$ cat src/rtl/dmc_pkg.sv
package dmc_pkg;
    typedef enum logic [1:0] {
        ST_IDLE  = 2'd0,
        ST_FILL  = 2'd1,
        ST_WRITE = 2'd2
    } ctl_state_t;
endpackage

$ cat src/rtl/dmc_line_store.sv
module dmc_line_store #(
    parameter int TAG_W  = 4,
    parameter int IDX_W  = 2,
    parameter int DATA_W = 8
) (
    input  logic              clk,
    input  logic              rst_n,
    input  logic [IDX_W-1:0]  lk_index,
    input  logic [TAG_W-1:0]  lk_tag,
    output logic              lk_hit,
    output logic [DATA_W-1:0] lk_data,
    input  logic              wr_en,
    input  logic [IDX_W-1:0]  wr_index,
    input  logic [TAG_W-1:0]  wr_tag,
    input  logic [DATA_W-1:0] wr_data
);
    localparam int LINES = 1 << IDX_W;

    logic [LINES-1:0]             valid_vec;
    logic [LINES-1:0][TAG_W-1:0]  tag_vec;
    logic [LINES-1:0][DATA_W-1:0] data_vec;

    for (genvar g = 0; g < LINES; g++) begin : g_line
        logic              valid_r;
        logic [TAG_W-1:0]  tag_r;
        logic [DATA_W-1:0] data_r;
        always_ff @(posedge clk) begin
            if (!rst_n) begin
                valid_r <= 1'b0;
                tag_r   <= '0;
                data_r  <= '0;
            end else if (wr_en && (wr_index == IDX_W'(g))) begin
                valid_r <= 1'b1;
                tag_r   <= wr_tag;
                data_r  <= wr_data;
            end
        end
        assign valid_vec[g] = valid_r;
        assign tag_vec[g]   = tag_r;
        assign data_vec[g]  = data_r;
    end

    always_comb begin
        lk_hit  = valid_vec[lk_index] && (tag_vec[lk_index] == lk_tag);
        lk_data = data_vec[lk_index];
    end


    line_install_chk: assert property (@(posedge clk) disable iff (!rst_n)
        wr_en |=> valid_vec[$past(wr_index)] && tag_vec[$past(wr_index)] == $past(wr_tag)
                  && data_vec[$past(wr_index)] == $past(wr_data));
endmodule

$ cat src/rtl/dmc_sat_counter.sv
module dmc_sat_counter #(
    parameter int W = 16
) (
    input  logic         clk,
    input  logic         rst_n,
    input  logic         inc,
    output logic [W-1:0] count
);
    localparam logic [W-1:0] TOP = '1;

    always_ff @(posedge clk) begin
        if (!rst_n)
            count <= '0;
        else if (inc && count != TOP)
            count <= count + 1'b1;
    end


    sat_hold_chk: assert property (@(posedge clk) disable iff (!rst_n)
        (count == TOP) |=> (count == TOP));

    step_chk: assert property (@(posedge clk) disable iff (!rst_n)
        (inc && count != TOP) |=> (count == $past(count) + 1'b1));

    idle_hold_chk: assert property (@(posedge clk) disable iff (!rst_n)
        !inc |=> $stable(count));
endmodule

$ cat src/rtl/dmc_ctrl.sv
module dmc_ctrl
    import dmc_pkg::*;
#(
    parameter int ADDR_W = 6,
    parameter int DATA_W = 8
) (
    input  logic              clk,
    input  logic              rst_n,
    input  logic              req_valid,
    input  logic              req_we,
    input  logic [ADDR_W-1:0] req_addr,
    input  logic [DATA_W-1:0] req_data,
    output logic              req_ready,
    input  logic              lk_hit,
    input  logic [DATA_W-1:0] lk_data,
    output logic              wr_en,
    output logic [ADDR_W-1:0] wr_addr,
    output logic [DATA_W-1:0] wr_data,
    output logic              rsp_valid,
    output logic              rsp_hit,
    output logic [DATA_W-1:0] rsp_data,
    output logic              mem_req,
    output logic              mem_we,
    output logic [ADDR_W-1:0] mem_addr,
    output logic [DATA_W-1:0] mem_wdata,
    input  logic              mem_ack,
    input  logic [DATA_W-1:0] mem_rdata,
    output logic              hit_inc,
    output logic              miss_inc
);
    ctl_state_t        state_q, state_d;
    logic [ADDR_W-1:0] addr_q;
    logic [DATA_W-1:0] data_q;
    logic              accept, fill_done, write_hit;

    assign accept = req_valid && (state_q == ST_IDLE);

    always_comb begin
        state_d = state_q;
        unique case (state_q)
            ST_IDLE:  if (accept) state_d = req_we ? ST_WRITE : (lk_hit ? ST_IDLE : ST_FILL);
            ST_FILL:  if (mem_ack) state_d = ST_IDLE;
            ST_WRITE: if (mem_ack) state_d = ST_IDLE;
            default:  state_d = ST_IDLE;
        endcase
    end

    always_ff @(posedge clk) begin
        if (!rst_n) state_q <= ST_IDLE;
        else        state_q <= state_d;
    end

    always_ff @(posedge clk) begin
        if (!rst_n) begin
            addr_q <= '0;
            data_q <= '0;
        end else if (accept) begin
            addr_q <= req_addr;
            data_q <= req_data;
        end
    end

    always_comb begin
        req_ready = (state_q == ST_IDLE);
        mem_req   = (state_q != ST_IDLE);
        mem_we    = (state_q == ST_WRITE);
        mem_addr  = addr_q;
        mem_wdata = data_q;
        fill_done = (state_q == ST_FILL) && mem_ack;
        write_hit = accept && req_we && lk_hit;
        wr_en     = fill_done || write_hit;
        wr_addr   = fill_done ? addr_q : req_addr;
        wr_data   = fill_done ? mem_rdata : req_data;
        hit_inc   = accept && !req_we && lk_hit;
        miss_inc  = accept && !req_we && !lk_hit;
    end

    always_ff @(posedge clk) begin
        if (!rst_n) begin
            rsp_valid <= 1'b0;
            rsp_hit   <= 1'b0;
            rsp_data  <= '0;
        end else begin
            rsp_valid <= hit_inc || fill_done;
            if (hit_inc) begin
                rsp_hit  <= 1'b1;
                rsp_data <= lk_data;
            end else if (fill_done) begin
                rsp_hit  <= 1'b0;
                rsp_data <= mem_rdata;
            end
        end
    end


    hit_rsp_chk: assert property (@(posedge clk) disable iff (!rst_n)
        (req_valid && req_ready && !req_we && lk_hit) |=> (rsp_valid && rsp_hit && !mem_req));

    mem_hold_chk: assert property (@(posedge clk) disable iff (!rst_n)
        (mem_req && !mem_ack) |=> (mem_req && $stable(mem_addr) && $stable(mem_we)));

    ready_low_chk: assert property (@(posedge clk) disable iff (!rst_n)
        mem_req |-> !req_ready);

    fill_rsp_chk: assert property (@(posedge clk) disable iff (!rst_n)
        (mem_req && !mem_we && mem_ack) |=> (rsp_valid && !rsp_hit && req_ready
                                             && rsp_data == $past(mem_rdata)));

    write_quiet_chk: assert property (@(posedge clk) disable iff (!rst_n)
        (mem_req && mem_we && mem_ack) |=> (!rsp_valid && req_ready));
endmodule

$ cat src/rtl/dmc_top.sv
module dmc_top #(
    parameter int ADDR_W = 6,
    parameter int DATA_W = 8,
    parameter int IDX_W  = 2,
    parameter int CNT_W  = 16
) (
    input  logic                     clk,
    input  logic                     rst_n,
    input  logic                     req_valid,
    input  logic                     req_we,
    input  logic [ADDR_W+DATA_W-1:0] req_word,
    output logic                     req_ready,
    output logic                     rsp_valid,
    output logic                     rsp_hit,
    output logic [DATA_W-1:0]        rsp_data,
    output logic                     mem_req,
    output logic                     mem_we,
    output logic [ADDR_W-1:0]        mem_addr,
    output logic [DATA_W-1:0]        mem_wdata,
    input  logic                     mem_ack,
    input  logic [DATA_W-1:0]        mem_rdata,
    output logic [CNT_W-1:0]         hit_count,
    output logic [CNT_W-1:0]         miss_count
);
    localparam int TAG_W  = ADDR_W - IDX_W;
    localparam int WORD_W = ADDR_W + DATA_W;

    logic [ADDR_W-1:0] req_addr, wr_addr;
    logic [DATA_W-1:0] req_data, lk_data, wr_data;
    logic              lk_hit, wr_en, hit_inc, miss_inc;

    assign req_addr = req_word[ADDR_W-1:0];
    assign req_data = req_word[WORD_W-1:ADDR_W];

    dmc_line_store #(.TAG_W(TAG_W), .IDX_W(IDX_W), .DATA_W(DATA_W)) store_i (
        .clk(clk), .rst_n(rst_n),
        .lk_index(req_addr[IDX_W-1:0]), .lk_tag(req_addr[ADDR_W-1:IDX_W]),
        .lk_hit(lk_hit), .lk_data(lk_data),
        .wr_en(wr_en), .wr_index(wr_addr[IDX_W-1:0]), .wr_tag(wr_addr[ADDR_W-1:IDX_W]),
        .wr_data(wr_data)
    );

    dmc_ctrl #(.ADDR_W(ADDR_W), .DATA_W(DATA_W)) ctrl_i (
        .clk(clk), .rst_n(rst_n),
        .req_valid(req_valid), .req_we(req_we), .req_addr(req_addr), .req_data(req_data),
        .req_ready(req_ready), .lk_hit(lk_hit), .lk_data(lk_data),
        .wr_en(wr_en), .wr_addr(wr_addr), .wr_data(wr_data),
        .rsp_valid(rsp_valid), .rsp_hit(rsp_hit), .rsp_data(rsp_data),
        .mem_req(mem_req), .mem_we(mem_we), .mem_addr(mem_addr), .mem_wdata(mem_wdata),
        .mem_ack(mem_ack), .mem_rdata(mem_rdata),
        .hit_inc(hit_inc), .miss_inc(miss_inc)
    );

    dmc_sat_counter #(.W(CNT_W)) hit_ctr_i  (.clk(clk), .rst_n(rst_n), .inc(hit_inc),  .count(hit_count));
    dmc_sat_counter #(.W(CNT_W)) miss_ctr_i (.clk(clk), .rst_n(rst_n), .inc(miss_inc), .count(miss_count));


    one_count_chk: assert property (@(posedge clk) disable iff (!rst_n)
        !(hit_inc && miss_inc));
endmodule

$ cat config.mk
export PLATFORM = sky130hd
export DESIGN_NAME = dmc_top
export DESIGN_NICKNAME = d
export VERILOG_FILES = /design/src/rtl/dmc_pkg.sv /design/src/rtl/dmc_line_store.sv /design/src/rtl/dmc_sat_counter.sv /design/src/rtl/dmc_ctrl.sv /design/src/rtl/dmc_top.sv
export SDC_FILE = /design/constraint.sdc
export NUM_CORES = 1
export LEC_CHECK = 0
export BUFFER_PORTS_ARGS = -buffer_cell sky130_fd_sc_hd__buf_2
export CORE_MARGIN = 2
export CORE_UTILIZATION = 51
export CTS_CLUSTER_DIAMETER = 100
export DETAILED_ROUTE_END_ITERATION = 8
export PLACE_DENSITY_LB_ADDON = 0.1
export SYNTH_ARGS = -nofsm -noshare
export SYNTH_HDL_FRONTEND = slang
export SYNTH_SLANG_ARGS = --single-unit
$ cat constraint.sdc
create_clock -name clk -period 2.12 [get_ports clk]
set_input_delay 0.212 -clock clk [delete_from_list [all_inputs] [get_ports clk]]
set_output_delay 0.212 -clock clk [all_outputs]
set_load 0.02 [all_outputs]
==> metrics list, run 1 <==
- Diode count: 0
- The worst setup path is of the flip-flop to flip-flop kind.
- Of all flip-flops after synthesis, the portion carrying an async set or reset was 0.
- Max Fanout on Critical Path: 3
- Of the total synthesized cell area, the portion taken by AND, OR, NAND and NOR gates is 0.235.
- The final layout contains 713 nets.
- Highest Clock Rate: between 400 and 500 MHz
- At the later pin of the worst-skew pair, clock insertion delay measures 0.38 ns.
- Total wirelength of the detailed-routed design: between 10000 and 15000 µm
- Leakage power: roughly 2.6 nW
- Crit path launch type: flip-flop
* Number of instances in the synthesized netlist: 576
- CTS saw 110 sinks.
- Detailed route wirelength on metal2: 6570 µm
* Worst min-delay path class: input port to flip-flop
- The area fraction in compound gates after synthesis was 0.125.
* Unrepaired setup endpoints after global routing: yes
- Synth Area in XOR/XNOR: 0.0203
* Peak VDD IR: 0.000391 V
- The first global-routing pass estimated 20600 µm of wire.
- Initial Utilization: 0.523
* Post-synthesis mux area share: 0.134
* Global-route congestion overflow total: 0
* Fin worst setup slack: -0.144 ns
* Data arrival time of the critical path: around 2.6 ns
- Drt initial violations: ~250
- The floorplan has 36 rows.
- Internal: between 2 and 3 mW
- Sequential Power Share: 0.560
- Slew Limit Fails: 0
- Port buffering added 85 buffers.
- In the final routing, the length of wire on met1 measures 5950 µm.
* Antenna Nets Post-Route: 0
- Largest cells by area after synthesis: dfxtp_1 (43%), nand2_1 (9.2%), mux2i_1 (7.6%)
- Final worst path period need: 2.26 ns
* Power per unit of standard cell area: 592 nW/µm²
- TritonCTS Buffers: 9
* Number of vias in the routed layout: 4573
* Vias in the first global route: roughly 4200
* Weighted congestion reported at the end of routability-driven placement: 0.814
- Area of the mapped netlist: 5110 µm²
* Synth warn: 0
- Die Outline Area: around 11000 µm²
- Clock Skews: 0.00976 ns
- TritonCTS built the clock tree.
- Clock root buffer: clkbuf_8
- Share of Yosys cell area claimed by the top area cell type: 0.431
* I/O pins: 86
- The number of antenna violations at the first check in global routing was 0.
* Number of endpoints failing setup at the final stage: 37
- Horizontal die dimension: 104 µm
* Sequential-to-total area share from yosys stat: 0.431
- Period utilization: 1.07
- Entering global routing, the biggest net connects 46 pins.
- Power, Total: 3.81 mW
- FILL cells: about 840
- Most instantiated flip-flop cell in the synthesis netlist: dfxtp_1
- After synthesis, the largest family of logic cells by area is simple AND/OR/NAND/NOR gates.
- #FFs+latches synth: 110
- Area growth from synthesis to layout: 25.7%
- Actual transition at the worst max-transition pin: 0.457 ns
* Number of distinct standard cells referenced by the synthesized netlist: 53
- H-tree depth reported by CTS: 3
- The flow ran to the end, but the final reports show violations.
- Final Util: 0.658
- The share of total power dissipated in combinational logic is 0.114.
- EDFF count, synth: 0
- Clock transition at the registers of the reported paths: 0.11 ns
- Net load switching power: 1.06 mW
* Height of the die: 104 µm
- The final reports fail on negative setup slack.
- Wire length on met3: a little over 600 µm
* Per-cell via count in the routed design: about 5.6
* Number of failing hold endpoints at the final stage: 0
* Required time of the worst setup path: 2.42 ns
- TNS Setup: -2.98 ns
- The number of nets handed over by synthesis was slightly above 600.
- CORE AREA: 9770 µm²
- Syn_area_per_cell: 8.88 µm²
* Storage cell area: 2200 µm²
- The worst setup path is captured at a flip-flop.
- Post-synth top area cell: dfxtp_1
- Of the total synthesized cell area, the portion taken by full adders, half adders and majority gates is 0.0122.
* Highest signal layer in the routed design: met4
- No sink is reached through more buffers than the 2 on the longest clock path.
* Sw Ratio: 0.280
- In this run the tightest slew margin relative to its limit is 0.695.
- The multi-input combinational cells in the finished layout cover a total of 3000 µm².
- Quantity of hold-fixing buffers added after cts: 0
- Clock group share of total power: 0.326
- For this run, design rule violations remaining after detail routing come to 0.
- Layout cell share with drive strength beyond 1: 0.310
- The tool flagged a number of max-cap violations equal to 0.
* Routed length per instance: 16.3 µm
- Detailed placement finished with a half-perimeter wire length of 9100 µm.
* Count of TritonRoute iterations in the first routing pass: 4
- In the global route stage, overall resource usage came out at 0.235.
per-stage QoR:
stage | std cells | setup slack [ns] | hold slack, ns | instance area, µm²
after detailed placement | 799 | -0.228 | 0.442 | 5850
after CTS | 816 | -0.0932 | 0.0601 | 6090
after global routing | 819 | -0.194 | 0.0739 | 6430
after global placement | 799 | -0.193 | 0.435 | 5850
after floorplan | 576 | -0.118 | 0.348 | 5140
final | 819 | -0.144 | 0.0755 | 6430
registers in the layout, indices dropped and copies added, names as in the netlist:
register and flops:
ctrl_i.mem_addr 6, ctrl_i.mem_wdata 8, ctrl_i.rsp_data 8, ctrl_i.rsp_hit 1, ctrl_i.rsp_valid 1, ctrl_i.state_q 2, hit_ctr_i.count 16, miss_ctr_i.count 16
store_i.g_line.data_r 32, store_i.g_line.tag_r 16, store_i.g_line.valid_r 4
critical path, cell delays in order (launching register included):
cell and delay [ns]:
dfxtp_2 0.33, mux4_2 0.52, xnor2_4 0.23, o311a_4 0.25
nand3_4 0.09, o41ai_4 0.35, buf_4 0.22, mux2i_1 0.19
worst paths after layout:
kind / slack, ns / end / start / depth (start not counted)
max: -0.14 / store_i.g_line[0].tag_r[3] / store_i.g_line[3].tag_r[3] / 7
min: 0.08 / ctrl_i.mem_wdata[1] / req_word[7] / 3
max reg2reg: -0.14 / store_i.g_line[0].tag_r[3] / store_i.g_line[3].tag_r[3] / 7
min reg2reg: 0.46 / store_i.g_line[2].valid_r / store_i.g_line[2].valid_r / 2
cells in the final DEF (no fill, tap or decap), types with 10 or more instances in the layout:
| cell | n |
|---|---|
| buf_4 | 31 |
| nand2b_1 | 17 |
| mux4_2 | 12 |
| dfxtp_1 | 109 |
| o21ai_1 | 12 |
| mux2i_1 | 39 |
| o21ai_0 | 22 |
| inv_1 | 10 |
| nor2_1 | 20 |
| buf_6 | 15 |
| clkbuf_8 | 10 |
| a21oi_1 | 23 |
| buf_2 | 85 |
| nand3_1 | 31 |
| nand2_1 | 125 |
area by class of cell:
class	instances	area share
multi-input cells	419	0.467
flip-flops and latches	110	0.343
repair buffers	131	0.129
well taps	133	0.0259
clock buffers	10	0.0214
clock inverters	6	0.00837
inverters	10	0.00584
logic make-up after synthesis:
logic type / count (synthesis)
simple gates: 255
compound gates: 98
buf+inv: 47
mux: 53
flops: 110
fa+ha+maj: 5
xor+xnor: 8
power by group through the flow:
stage / combinational [mW] / clock (mW) / sequential, mW
after floorplan: 0.225 / 0 / 2.20
after global placement: 0.400 / 0 / 2.17
after detailed placement: 0.406 / 0 / 2.18
after CTS: 0.411 / 1.27 / 2.13
after global routing: 0.467 / 1.34 / 2.14
final: 0.432 / 1.24 / 2.13
timing repair:
item | in CTS | in global routing
setup endpoints to repair | 48 | 82
gates resized for setup | 7 | 80
buffers inserted | 1 | 2
gates cloned | 0 | 4
pin swaps | 0 | 21
synth_stat cells (2+ instances only):
cell / number
nor4_1: 6
nor2_1: 25
nor3_1: 6
buf_6: 3
xnor2_1: 4
dfxtp_1: 110
a311oi_1: 8
nand4_1: 9
a21o_1: 8
o21ai_0: 34
xnor2_2: 2
mux2i_1: 39
and4_1: 2
or3_1: 7
buf_1: 4
clkbuf_1: 26
or4_1: 3
mux4_2: 12
buf_2: 3
inv_1: 10
nand2b_1: 17
a32oi_1: 3
ha_1: 5
nand3_1: 36
nor4b_1: 2
o31ai_1: 2
o21a_1: 3
mux2_2: 2
and2_1: 3
and3_1: 7
nand2_1: 126
a21oi_1: 28
layer usage:
layer  vias up  GRT usage
met5         -          0
met4         0     0.0763
met3        17     0.0401
met2       115      0.398
met1      2189      0.307
li1       2252          -
Power figures use the tool's default switching activity.
==> inputs of run 2 (changes only) <==
--- a/config.mk
+++ b/config.mk
@@ -6,8 +6,10 @@
 export NUM_CORES = 1
 export LEC_CHECK = 0
 export BUFFER_PORTS_ARGS = -buffer_cell sky130_fd_sc_hd__buf_2
+export CELL_PAD_IN_SITES_DETAIL_PLACEMENT = 1
+export CELL_PAD_IN_SITES_GLOBAL_PLACEMENT = 2
 export CORE_MARGIN = 2
-export CORE_UTILIZATION = 51
+export CORE_UTILIZATION = 31
 export CTS_CLUSTER_DIAMETER = 100
 export DETAILED_ROUTE_END_ITERATION = 8
 export PLACE_DENSITY_LB_ADDON = 0.1
==> constraint.sdc (replaced) <==
create_clock -name clk -period 2.12 [get_ports clk]
set_input_delay 0.212 -clock clk [delete_from_list [all_inputs] [get_ports clk]]
set_output_delay 0.212 -clock clk [all_outputs]
set_load 0.005 [all_outputs]
==> run 2 against run 1 <==
- the flow still finishes with violations (negative setup slack)
- maximum frequency increased by 0.66%
- via count increased by 3.4%
- combinational power is 2% higher
- total power rose by 10%
- setup slack improved by 0.015 ns
- routed wire length increased by 31%
- design area increased by 11%
- critical path type unchanged
- critical endpoint is now store_i.g_line[0].data_r[2]
- largest cell class unchanged
- largest power group unchanged
==> metrics list, run 2 (same netlist as run 1, synthesis figures left out) <==
* Die Outline Area: ~18000 µm²
* Placement Cell Area: 5990 µm²
- For this run, the total global-route usage over all layers was measured as 0.182.
- The region available for standard cell placement spans 16000 µm².
- For this block, the initial DRC count from the detailed router was approximately 220.
- Setup repair after global routing could not meet its margin everywhere.
- Registers take 2210 µm².
* H-tree depth reported by CTS: 3
- Diode count: 0
* Most common cell after layout, fill and taps aside: nand2_1
- Max-cap violations: 0
- The floorplan step set the die height to roughly 130 µm.
- Entering global routing, the biggest net connects 36 pins.
- Antenna Nets Post-Route: 0
- The via count of the first global-routing pass came to 4743.
- Reg with most FFs: store_i.g_line.data_r
- Critical path's most frequent cell: buf_6
- Final worst path period need: 2.25 ns
* Initial Utilization: 0.320
- Top delay family on crit path: multiplexers
- Number of design rule violations left after detail routing: 0
* Crit-path max cell delay: between 0.5 and 0.6 ns
* Per-cell via count in the routed design: 5.17
* Global-route wire length before repair: 25500 µm
* Area of combinational cells with multiple inputs: ~3300 µm²
- The final reports fail on negative setup slack.
- Highest-count cells in the layout ignoring fill and taps: nand2_1 (126), dfxtp_1 (107), buf_2 (86)
* Quantity of hold-fixing buffers added after cts: 0
- Placement Rows: 46
* Kind of end point of the critical path: flip-flop
* Initial antenna violation count: 0
- OpenSTA, run right after detailed placement, puts the worst setup slack at -0.291 ns.
* Global-route congestion overflow total: 0
- The die is 132 µm wide.
- Slew Limit Fails: 0
- I/O pins: 86
- Weighted congestion reported at the end of routability-driven placement: 0.764
- Traced cell by cell, the critical path runs through mux4_2 > xnor2_4 > o311a_4 > nand3_4 > buf_6 > o41ai_4 > buf_6 > mux2i_1.
- For the worst setup path, the data required time is 2.41 ns.
- For the final routed database, the setup TNS stands at -4.04 ns.
- TritonCTS Buffers: 9
- Data arrival time of the critical path: about 2.5 ns
* Status: complete, but fails checks
* CTS tree: done
* FILL cells: 1873
- The register with the most flip-flops in the layout has 32 of them.
* Area growth from synthesis to layout: 39.7%
* Clock root buffer: clkbuf_16
* Placed wire-length estimate after detailed placement: 11300 µm
- Number of vias in the routed layout: around 4700
- Clock-pin slew was measured on the worst setup and hold paths at 0.08 ns.
* Relative slew margins: 0.642
- Clk Latency, worst-skew pair: about 0.36 ns
* Worst min-delay path class: input port to flip-flop
- The critical path is of the flip-flop to flip-flop type.
* Count of TritonRoute iterations in the first routing pass: 4
- Actual transition at the worst max-transition pin: 0.537 ns
- Of all nets on the critical path, the largest fanout is 7.
- Dividing the final minimum period by the clock period gives 1.06.
* Nets: 727
- In the final layout, the share of cells above drive strength 1 is 0.381.
- Summed over all cells, the static leakage comes to about 2.8 nW.
- PortBufs: 85
* Slowest stage cell on the critical path: mux4_2
- Clock skew on the completed layout was measured at 0.0122 ns.
- On the final layout, the worst hold slack is 0.105 ns.
* Post-route standard cell area excluding fillers: 7140 µm²
* Crit path launch type: flip-flop
- For this block, the routed nets add up to about 18000 µm of wire.
- Power per unit of standard cell area: 588 nW/µm²
- Highest Clock Rate: between 400 and 500 MHz
* Fin worst setup slack: -0.129 ns
- Maximum buffer depth of the clock tree: 2
- Buffers & Inverters on Critical Path: 2
- Routed length per instance: 19.1 µm
- Setup violations remaining at the end of the flow were counted as 59.
* Peak VDD IR: between 0.0004 and 0.0005 V
- Sinks on Clock Net: 110
- The number of failing hold endpoints at the final stage was 0.
==> run 2: cell count changes in the layout (fill, tap and decap cells not counted), sizes merged <==
cell / previous run / this run
buf: 131 / 140
clkbuf: 10 / 13
clkinv: 3 / 4
clkinvlp: 1 / 0
or2: 1 / 2
==> run 2: repair_timing <==
action,CTS,global route
buffers inserted,1,10
endpoints found under the setup margin,52,86
resized for setup,12,149
cloned,0,10
pin swaps,1,41
==> run 2: final timing paths <==
path                                                 start                          end  slack (ns)  cells past startpoint
worst max register to register  store_i.g_line[3].tag_r[0]  store_i.g_line[0].data_r[2]       -0.13                      8
worst max-delay path            store_i.g_line[3].tag_r[0]  store_i.g_line[0].data_r[2]       -0.13                      8
worst min-delay path                          req_word[11]          ctrl_i.mem_wdata[5]        0.10                      3
worst min register to register   store_i.g_line[3].valid_r    store_i.g_line[3].valid_r        0.45                      2
==> run 2: area by class of cell <==
cell class	count	share of cell area
Clock buffer	9	0.0315
Clock inverter	6	0.00631
Inverter	10	0.00526
Multi-Input combinational cell	420	0.462
Sequential cell	110	0.309
Tap cell	216	0.0378
Timing Repair Buffer	144	0.148
==> run 2: layer usage <==
metal  routed length (µm)  vias up  GRT usage
met5                    0        -          0
met4                  259        0     0.0573
met3                  594       18     0.0352
met2                 8880       75      0.316
met1                 7770     2366      0.228
li1                     -     2269          -
==> run 2: power by group <==
group          internal [mW]  switching [mW]
sequential              2.10          0.0281
combinational          0.172           0.267
clock                  0.802           0.831
==> run 2: through the flow <==
stage / util / instances / total power, mW
2_1_floorplan: - / 576 / 2.39
3_3_place_gp: 0.374 / 882 / 2.55
3_5_place_dp: 0.374 / 882 / 2.56
4_1_cts: 0.396 / 898 / 4.21
5_1_grt: 0.446 / 915 / 4.37
6_report: 0.446 / 915 / 4.20
==> run 2: worst register-to-register path: cells and delay by family (launching register included) <==
family / cells / cell delay (ns)
mux: 2 / 0.73
compound gates: 2 / 0.51
flops: 1 / 0.33
buf+inv: 2 / 0.33
xor+xnor: 1 / 0.21
simple gates: 1 / 0.09
==> inputs of run 3 (changes only) <==
--- a/config.mk
+++ b/config.mk
@@ -13,6 +13,7 @@
 export CTS_CLUSTER_DIAMETER = 100
 export DETAILED_ROUTE_END_ITERATION = 8
 export PLACE_DENSITY_LB_ADDON = 0.1
+export SKIP_CTS_REPAIR_TIMING = 1
 export SYNTH_ARGS = -nofsm -noshare
 export SYNTH_HDL_FRONTEND = slang
 export SYNTH_SLANG_ARGS = --single-unit
==> run 3 against run 2 <==
- the run still ends with negative setup slack left
- combinational power decreased by 2%
- non-clock buffer count decreased by 2
- sequential power about the same
- register-to-register slack about the same
- global-route usage decreased by 0.27 points
- maximum frequency decreased by 0.12%
- sequential share of layout area increased by 0.50 points
- total power decreased by 0.23%
- critical path type unchanged
- largest power group unchanged
- highest routed layer unchanged
==> metrics list, run 3 (same netlist as run 1, synthesis figures left out) <==
- The run finished, with violations left.
- The final reports fail on negative setup slack.
- Slew Limit Fails: 0
- Maximum number of pins on one net before global-route repair: 36
* Kind of end point of the critical path: flip-flop
- The number of buffers and inverters on the critical path is 2.
- From left edge to right edge, the die measures 132 µm.
* Placement Rows: 46
- Of the total power, the share spent switching nets is 0.267.
- For this design the ratio of total power to cell area is 597 nW/µm².
- Height of the die: 132 µm
- The final layout contains routed wiring with a total length of approximately 17000 µm.
* Flip-flop count of the largest register after layout: 32
- Count of TritonRoute iterations in the first routing pass: 4
- Global-route wire length before repair: around 25000 µm
- The signal on the critical path passes through mux4_2 > xnor2_4 > o311ai_4 > buf_6 > o2111ai_4 > buf_6 > or4_1 > a21oi_1.
* Net load switching power: 1.12 mW
- At the end of the flow, the number of nets in the layout was roughly 720.
- Relative slew margins: 0.646
* Global-route congestion overflow total: 0
- TritonCTS Buffers: 9
- IR analysis of the VDD net gives a maximum drop of around 0.00047 V.
- CTS tree: done
* Placed wire-length estimate after detailed placement: 11300 µm
- Area of combinational cells with multiple inputs: 3200 µm²
* Area growth from synthesis to layout: 37.4%
* Clock Skews: 0.0122 ns
- Weighted congestion reported at the end of routability-driven placement: 0.764
* Number of failing hold endpoints at the final stage: 0
- For the worst setup path, the data required time is 2.41 ns.
- Timing would allow up to 444 MHz.
* FILL cells: ~1900
- The share of total power dissipated in combinational logic is 0.103.
- For this design, the slowest cell found on the critical path is mux4_2.
- Input and output buffers added on the ports amount to 85.
* H-tree depth reported by CTS: 3
- Final Util: 0.439
- In the post-route analysis, the smallest setup slack over all paths is -0.132 ns.
- Setup violations remaining at the end of the flow were counted as 51.
- Vias in the first global route: 4711
* Leakage power: 2.80 nW
- Top delay family on crit path: multiplexers
- The number of antenna diodes in the final layout is 0.
- Power, Total: 4.19 mW
- Clock root buffer: clkbuf_16
- Maximum buffer depth of the clock tree: 2
- Max Fanout on Critical Path: 6
- In the finished design, the share of the clock period the worst path needs comes to 1.06.
* Sinks on Clock Net: 110
* Routed length per instance: 18.7 µm
- Number of vias in the routed layout: 4695
- Highest-count cells in the layout ignoring fill and taps: nand2_1 (126), dfxtp_1 (108), buf_2 (85)
* Per-cell via count in the routed design: between 5 and 6
- After clock tree synthesis, the clock-pin slew on the worst setup and hold paths is 0.08 ns.
- For this run, the total global-route usage over all layers was measured as 0.179.
- Number of design rule violations left after detail routing: 0
- In this run the worst hold path is classified as input port to flip-flop.
- Crit path launch type: flip-flop
- The library cell used most frequently in the layout, excluding fill and tap cells, is nand2_1.
- Counting I/O delays and the setup requirement, the final critical path takes 2.25 ns.
- Antenna Nets Post-Route: 0
* Reg with most FFs: store_i.g_line.data_r
- The detailed router finished its first iteration with between 200 and 250 violations.
* Sequential Power Share: 0.508
- Layout cell share with drive strength beyond 1: 0.362
- The core region is 16000 µm².
* Crit Path Class: flip-flop to flip-flop
- Max-cap violations: 0
- Critical path's most frequent cell: buf_6
- Storage cell area: 2200 µm²
- The floorplan step defined a die boundary enclosing 17500 µm².
* Actual transition at the worst max-transition pin: 0.530 ns
* Internal: a little over 3 mW
* Crit-path max cell delay: 0.53 ns
- Clock group share of total power: 0.389
- For the final routed database, the setup TNS stands at -3.20 ns.
* Unrepaired setup endpoints after global routing: yes
* Clk Latency, worst-skew pair: roughly 0.36 ns
- I/O pins: between 80 and 90
* Data arrival time of the critical path: 2.54 ns
- Initial antenna violation count: 0
- The initial utilization of the core area, before any placement, comes to 0.320.
run 3: cell types whose count changed in the layout (fill, tap and decap cells not counted), sizes merged:
cell and delta:
or2 -1, buf -2
run 3: final timing paths:
path | slack [ns] | to | depth (start not counted) | from
worst max-delay path | -0.13 | miss_ctr_i.count[14] | 8 | store_i.g_line[3].tag_r[0]
worst min-delay path | 0.1 | ctrl_i.mem_wdata[5] | 3 | req_word[11]
worst max register to register | -0.13 | miss_ctr_i.count[14] | 8 | store_i.g_line[3].tag_r[0]
worst min register to register | 0.46 | ctrl_i.mem_wdata[5] | 2 | ctrl_i.mem_wdata[5]
run 3: tightest hold or removal path, stage by stage:
cell     delay [ns]
buf_2          0.11
nand2_1        0.05
a21oi_1        0.05
run 3: cell type report:
type / count / area share
sequential: 110 / 0.314
clock buffer: 9 / 0.0321
timing repair buffer: 142 / 0.148
multi-input combinational: 419 / 0.456
inverter: 10 / 0.00534
clock inverter: 6 / 0.00641
tap: 216 / 0.0385
run 3: power by group through the flow:
stage	logic, mW	registers, mW	clock network [mW]
floorplan	0.216	2.17	0
global placement	0.377	2.17	0
detailed placement	0.388	2.18	0
CTS	0.389	2.13	1.69
global route	0.474	2.13	1.76
finish	0.431	2.13	1.63
run 3: routing by layer:
layer,track usage,vias up,share of wire
li1,-,2259,-
met1,0.224,2352,0.45
met2,0.311,65,0.50
met3,0.0352,19,0.036
met4,0.0562,0,0.017
met5,0,-,0
run 3: through the flow:
| step | instances | setup WS, ns | instance area, µm² | hold WS, ns |
|---|---|---|---|---|
| 2_1_floorplan | 576 | -0.118 | 5130 | 0.348 |
| 3_3_place_gp | 882 | -0.225 | 5990 | 0.438 |
| 3_5_place_dp | 882 | -0.291 | 5990 | 0.440 |
| 4_1_cts | 897 | -0.153 | 6260 | 0.0942 |
| 5_1_grt | 912 | -0.217 | 7020 | 0.116 |
| 6_report | 912 | -0.132 | 7020 | 0.0991 |
